## config.mk

```make
export PLATFORM = sky130hd
export DESIGN_NAME = hl_load_stage
export DESIGN_NICKNAME = d
export VERILOG_FILES = /design/src/rtl/hl_pkg.sv /design/src/rtl/hl_agen.sv /design/src/rtl/hl_fmt.sv /design/src/rtl/hl_upd_chk.sv /design/src/rtl/hl_load_stage.sv
export SDC_FILE = /design/constraint.sdc
export NUM_CORES = 1
export LEC_CHECK = 0
export CORE_UTILIZATION = 49
export DETAILED_ROUTE_END_ITERATION = 10
export GPL_ROUTABILITY_DRIVEN = 0
export PLACE_DENSITY_LB_ADDON = 0.05
export SLEW_MARGIN = 20
export SYNTH_ARGS = -nofsm -noshare
export SYNTH_HDL_FRONTEND = slang
export SYNTH_SLANG_ARGS = --single-unit
```

## constraint.sdc

```tcl
create_clock -name clk -period 11.8 [get_ports clk]
set_input_delay 3.54 -clock clk [delete_from_list [all_inputs] [get_ports clk]]
set_output_delay 3.54 -clock clk [all_outputs]
set_load 0.1 [all_outputs]
```

## src/rtl/hl_pkg.sv

```systemverilog
package hl_pkg;
  typedef enum logic [2:0] {
    LK_ALG   = 3'd0,
    LK_ZX    = 3'd1,
    LK_BREV  = 3'd2,
    LK_IMM   = 3'd3,
    LK_IMMHI = 3'd4
  } ld_kind_e;
endpackage

```

## src/rtl/hl_agen.sv

```systemverilog
module hl_agen #(
  parameter int XLEN = 32,
  parameter int DW   = 16
) (
  input  logic [XLEN-1:0] base,
  input  logic            base_zero,
  input  logic            use_idx,
  input  logic [XLEN-1:0] idx,
  input  logic [DW-1:0]   disp,
  output logic [XLEN-1:0] ea
);
  localparam int EXT = XLEN - DW;
  logic [XLEN-1:0] off, b_eff;
  always_comb begin
    off   = use_idx ? idx : {{EXT{disp[DW-1]}}, disp};
    b_eff = base_zero ? '0 : base;
    ea    = b_eff + off;
  end
endmodule

```

## src/rtl/hl_fmt.sv

```systemverilog
module hl_fmt #(
  parameter int XLEN = 32,
  parameter int HW   = 16
) (
  input  logic [2:0]      kind,
  input  logic [HW-1:0]   mem,
  input  logic [HW-1:0]   imm,
  output logic [XLEN-1:0] res
);
  import hl_pkg::*;
  localparam int NB  = HW / 8;
  localparam int EXT = XLEN - HW;
  logic [HW-1:0] swapped;

  // byte at lowest address lands in the least significant lane
  for (genvar b = 0; b < NB; b++) begin : g_swap
    assign swapped[b*8 +: 8] = mem[(NB-1-b)*8 +: 8];
  end

  always_comb begin
    unique case (kind)
      LK_ALG:   res = {{EXT{mem[HW-1]}}, mem};
      LK_ZX:    res = {{EXT{1'b0}}, mem};
      LK_BREV:  res = {{EXT{1'b0}}, swapped};
      LK_IMM:   res = {{EXT{imm[HW-1]}}, imm};
      LK_IMMHI: res = {imm, {EXT{1'b0}}};
      default:  res = '0;
    endcase
  end
endmodule

```

## src/rtl/hl_upd_chk.sv

```systemverilog
module hl_upd_chk #(
  parameter int RW = 5
) (
  input  logic [2:0]    kind,
  input  logic          upd_req,
  input  logic [RW-1:0] base_sel,
  input  logic [RW-1:0] tgt_sel,
  output logic          we,
  output logic          bad
);
  import hl_pkg::*;
  logic is_load, illegal;
  always_comb begin
    is_load = (kind == LK_ALG) || (kind == LK_ZX) || (kind == LK_BREV);
    illegal = (base_sel == '0) || (base_sel == tgt_sel);
    bad     = is_load && upd_req && illegal;
    we      = is_load && upd_req && !illegal;
  end
endmodule

```

## src/rtl/hl_load_stage.sv

```systemverilog
module hl_load_stage #(
  parameter int XLEN = 32,
  parameter int HW   = 16,
  parameter int RW   = 5
) (
  input  logic            clk,
  input  logic            rst,
  input  logic            in_valid,
  output logic            in_ready,
  input  logic [2:0]      kind,
  input  logic [RW-1:0]   base_sel,
  input  logic [RW-1:0]   tgt_sel,
  input  logic [XLEN-1:0] base_val,
  input  logic            use_index,
  input  logic [XLEN-1:0] index_val,
  input  logic [HW-1:0]   disp,
  input  logic            upd_req,
  input  logic [HW-1:0]   mem_half,
  output logic            out_valid,
  input  logic            out_ready,
  output logic [XLEN-1:0] ea_out,
  output logic [XLEN-1:0] rt_data,
  output logic [RW-1:0]   rt_idx,
  output logic            upd_we,
  output logic [RW-1:0]   upd_idx,
  output logic            bad_form
);
  import hl_pkg::*;

  logic [XLEN-1:0] ea_c, res_c;
  logic            we_c, bad_c, accept;
  logic [2:0]      kind_q;

  hl_agen #(.XLEN(XLEN), .DW(HW)) u_agen (
    .base(base_val), .base_zero(base_sel == '0), .use_idx(use_index),
    .idx(index_val), .disp(disp), .ea(ea_c)
  );

  hl_fmt #(.XLEN(XLEN), .HW(HW)) u_fmt (
    .kind(kind), .mem(mem_half), .imm(disp), .res(res_c)
  );

  hl_upd_chk #(.RW(RW)) u_chk (
    .kind(kind), .upd_req(upd_req), .base_sel(base_sel), .tgt_sel(tgt_sel),
    .we(we_c), .bad(bad_c)
  );

  assign in_ready = !out_valid || out_ready;
  assign accept   = in_valid && in_ready;

  always_ff @(posedge clk) begin
    if (rst) begin
      out_valid <= 1'b0;
      ea_out    <= '0;
      rt_data   <= '0;
      rt_idx    <= '0;
      upd_we    <= 1'b0;
      upd_idx   <= '0;
      bad_form  <= 1'b0;
      kind_q    <= '0;
    end else begin
      if (accept) begin
        out_valid <= 1'b1;
        ea_out    <= ea_c;
        rt_data   <= res_c;
        rt_idx    <= tgt_sel;
        upd_we    <= we_c;
        upd_idx   <= base_sel;
        bad_form  <= bad_c;
        kind_q    <= kind;
      end else if (out_ready) begin
        out_valid <= 1'b0;
      end
    end
  end


  hold_stable_chk: assert property (@(posedge clk) disable iff (rst)
    out_valid && !out_ready |=> $stable(ea_out) && $stable(rt_data) && $stable(upd_we) && $stable(rt_idx));


  no_bad_write_chk: assert property (@(posedge clk) disable iff (rst)
    out_valid && upd_we |-> (upd_idx != '0) && (upd_idx != rt_idx) && !bad_form);


  zx_upper_chk: assert property (@(posedge clk) disable iff (rst)
    out_valid && (kind_q == LK_ZX || kind_q == LK_BREV) |-> rt_data[XLEN-1:HW] == '0);


  imm_no_upd_chk: assert property (@(posedge clk) disable iff (rst)
    out_valid && (kind_q == LK_IMM || kind_q == LK_IMMHI) |-> !upd_we && !bad_form);


  accept_valid_chk: assert property (@(posedge clk) disable iff (rst)
    in_valid && in_ready |=> out_valid);


  reset_clear_chk: assert property (@(posedge clk) rst |=> !out_valid);
endmodule

```

==> run summary <==
## Worst setup path
• **standard cell with the maximum stage delay on the critical path** sky130_fd_sc_hd__clkdlybuf4s50_1
• **most frequent cell on the critical path** sky130_fd_sc_hd__clkdlybuf4s50_1
• **Crit. End Element** primary output
• **crit start category** primary input
• **maximum fanout encountered on the critical timing path** 4
• **Worst path max stage delay** 1.15 ns
• **CP Class** primary input to primary output
• **endpoint arrival time on the critical path** 5.30 ns
• **Worst Path Required** 8.26 ns
• **cell-by-cell trace of the critical path** clkdlybuf4s50_1 -> or2b_1 -> clkdlybuf4s50_1

## Floorplanning
• **floorplan die width** 106.0 um
• **Starting Density** 50.91%
• **area enclosed by the die boundary** 11240 um^2
• **Die Height** 106.0 um
• **number of placement rows** 37
• **count of pins on the block boundary** 193
• **core area** 10420 um^2

## Final layout
• **ratio of cells with drive above 1 in the final layout** 5.688%
• **nets** 1021
• **final instance area** 7353 um^2
• **commonest non-fill, non-tap cell in the layout** sky130_fd_sc_hd__clkdlybuf4s50_1
• **number of fillers in the final layout** 876
• **final instance count without filler cells** 1015
• **Area Overhead vs Synth** 38.67%
• **highest-count cells in the layout ignoring fill and taps** sky130_fd_sc_hd__clkdlybuf4s50_1, sky130_fd_sc_hd__nand2_1, sky130_fd_sc_hd__a21oi_1
• **Antenna Cells** 0

## Timing
• **transition time at the pin with the least slew margin** 1.095 ns
• **total negative slack** 0 ns
• **Highest Clock Rate** 113.1 MHz
• **fraction of the cycle the final worst path needs** 74.91%
• **max_slew headroom** 26.74%
• **Final Slew Violations** 0
• **final period demand of the worst path** 8.840 ns
• **count of endpoints failing setup in the final report** 0
• **final worst clock skew** 0.009748 ns
• **final hold violations** 0
• **RSZ-0062 raised after global routing** no

## Route
• **TritonRoute pass-1 iters** 5
• **post-route ant nets** 0
• **vias per cell** 5.549
• **routed vias** 5632
• **overall routed net length** 16.19 mm
• **Initial DRC Count** 300
• **DRC violations left** 0
• **DR WL/cell** 15.95 um

## Job
• **number of max-cap violations** 0

## Placement
• **count of port buffers added during placement** 192
• **placed instance area** 7187 um^2
• **HPWL Detailed** 12.00 mm
• **Placed Cells incl. Taps** 999

## Global route
• **global-route wire length before repair** 25.70 mm
• **pin count of the biggest net entering global routing** 80
• **total track usage** 28.58%
• **Overflow after GRT** 0
• **vias in the first global route** 5342
• **initial antenna violation count** 0

## Logic synthesis
• **per-instance average area after synthesis** 7.437 um^2
• **sequential fraction of the synthesis area** 29.07%
• **number of synthesized flops with an enable pin** 0
• **Gate Count Post-Synth** 713
• **synthesized area** 5303 um^2
• **async set or reset register ratio after synthesis** 0%
• **area fraction of the dominant cell type after synthesis** 29.07%
• **flop and latch count out of synthesis** 77
• **count of unique library cells instantiated by Yosys** 54
• **area leader, netlist** sky130_fd_sc_hd__dfxtp_1
• **post-synth net total** 860
• **ranking of synthesized cells by area** sky130_fd_sc_hd__dfxtp_1, sky130_fd_sc_hd__a21oi_1, sky130_fd_sc_hd__nand2_1, sky130_fd_sc_hd__ha_1, sky130_fd_sc_hd__nor2_1
• **most instantiated flip-flop cell in the synthesis netlist** sky130_fd_sc_hd__dfxtp_1
• **number of warning messages in the yosys log** 0

## Clock tree
• **CTS buffer count** 9
• **Max Root-Sink Buffers** 2
• **Root Buffer Master** sky130_fd_sc_hd__clkbuf_8
• **number of sinks on the clock net** 77
• **clock-pin slew of the registers on the worst-case setup and hold paths** 0.09 ns
• **clock insertion delay at the later pin of the skew report** 0.37 ns
• **post-cts gate resize count** 0
• **CTS tree** done
• **# hold bufs at CTS** 0
• **Setup Buffers After CTS** 0
• **CTS H-tree lvls** 3

## Power and ir drop
• **largest voltage drop on the vdd net** 75.85 uV
• **leakage power total** 0.002956 uW
• **ratio of total power to cell area** 121.7 nW/um^2

## Hold path
• **worst min-delay path category** flop to flop

## Outcome
• **result of the run** finished, final reports clean

[synth_stat cells, drive strengths merged (2+ instances only)]
library cell / number
nand2: 120
a21oi: 118
nor2: 87
dfxtp: 77
clkbuf: 36
nor2b: 33
ha: 31
xnor2: 22
o21ai: 20
a22oi: 16
mux2i: 16
mux2: 15
nand3: 15
xor2: 11
a21o: 10
buf: 10
a31oi: 9
o21a: 7
a211oi: 6
o21bai: 6
inv: 5
nand2b: 5
nand4: 5
nor3: 4
o211ai: 4
a21boi: 3
and2: 3
a211o: 2
and3: 2
nand3b: 2
nand4b: 2
or4: 2
[sequential cells by signal, indices dropped and copies added (netlist names)]
| signal | cells |
|---|---|
| bad_form | 1 |
| ea_out | 32 |
| out_valid | 1 |
| rt_data | 32 |
| rt_idx | 5 |
| upd_idx | 5 |
| upd_we | 1 |
[path summary, 6_finish.rpt]
| check | startpoint | to | slack (ns) | depth (start not counted) |
|---|---|---|---|---|
| min | ea_out[31] | ea_out[31] | 0.45 | 2 |
| max | out_ready | in_ready | 2.96 | 3 |
| min reg2reg | ea_out[31] | ea_out[31] | 0.45 | 2 |
| max reg2reg | out_valid | rt_data[17] | 9.37 | 6 |
[critical path, delay by kind of cell]
family	cells	cell delay (ns)
buf+inv	2	1.60
simple gates	1	0.16
[routing by layer]
layer  track usage (%)  part of all wire, %  vias to the layer above
met1             36.60                   43                     2573
met4             10.71                  2.7                        0
met3             4.966                  6.6                       34
li1                  -                    -                     2790
met2             47.95                   48                      235
met5                 0                    0                        -
[cells by family (layout without fill, tap and decap cells)]
kind of cell	after synthesis	count (layout)	synth area share [%]
AO/OA/AOI/OAI	205	205	22.82
XOR/XNOR	33	33	5.451
adder cells (fa/ha/maj)	32	32	7.692
buffers and inverters	51	217	4.814
flip-flops	77	77	29.07
multiplexers	31	31	6.206
AND/OR/NAND/NOR	284	284	23.95
[report_power, final]
group	switching, uW	internal (uW)
Sequential	10.4	279
Combinational	278	146
Clock	105	76.1
Total	394	501
[metrics by stage]
stage          power [uW]  setup WS, ns  hold WS (ns)  utilization (%)
3_3_place_gp        709.9         2.981        0.4354            69.00
2_1_floorplan       604.3         4.001        0.8677                -
4_1_cts             896.0         2.958        0.4553            70.61
3_5_place_dp        715.7         2.961        0.4434            69.00
5_1_grt             937.5         2.929        0.4760            70.59
6_report            894.9         2.960        0.4525            70.59
[area by class of cell]
type                    instances  area (um^2)  share of cell area (%)
multi-input cells             585         3513                   47.78
flip-flops and latches         77         1541                   20.96
repair buffers                196         1942                   26.41
well taps                     136        170.2                   2.314
inverters                       5        18.77                  0.2552
clock inverters                 6        40.04                  0.5445
clock buffers                  10        127.6                   1.736
No activity file was read; power rests on OpenSTA's default activity.
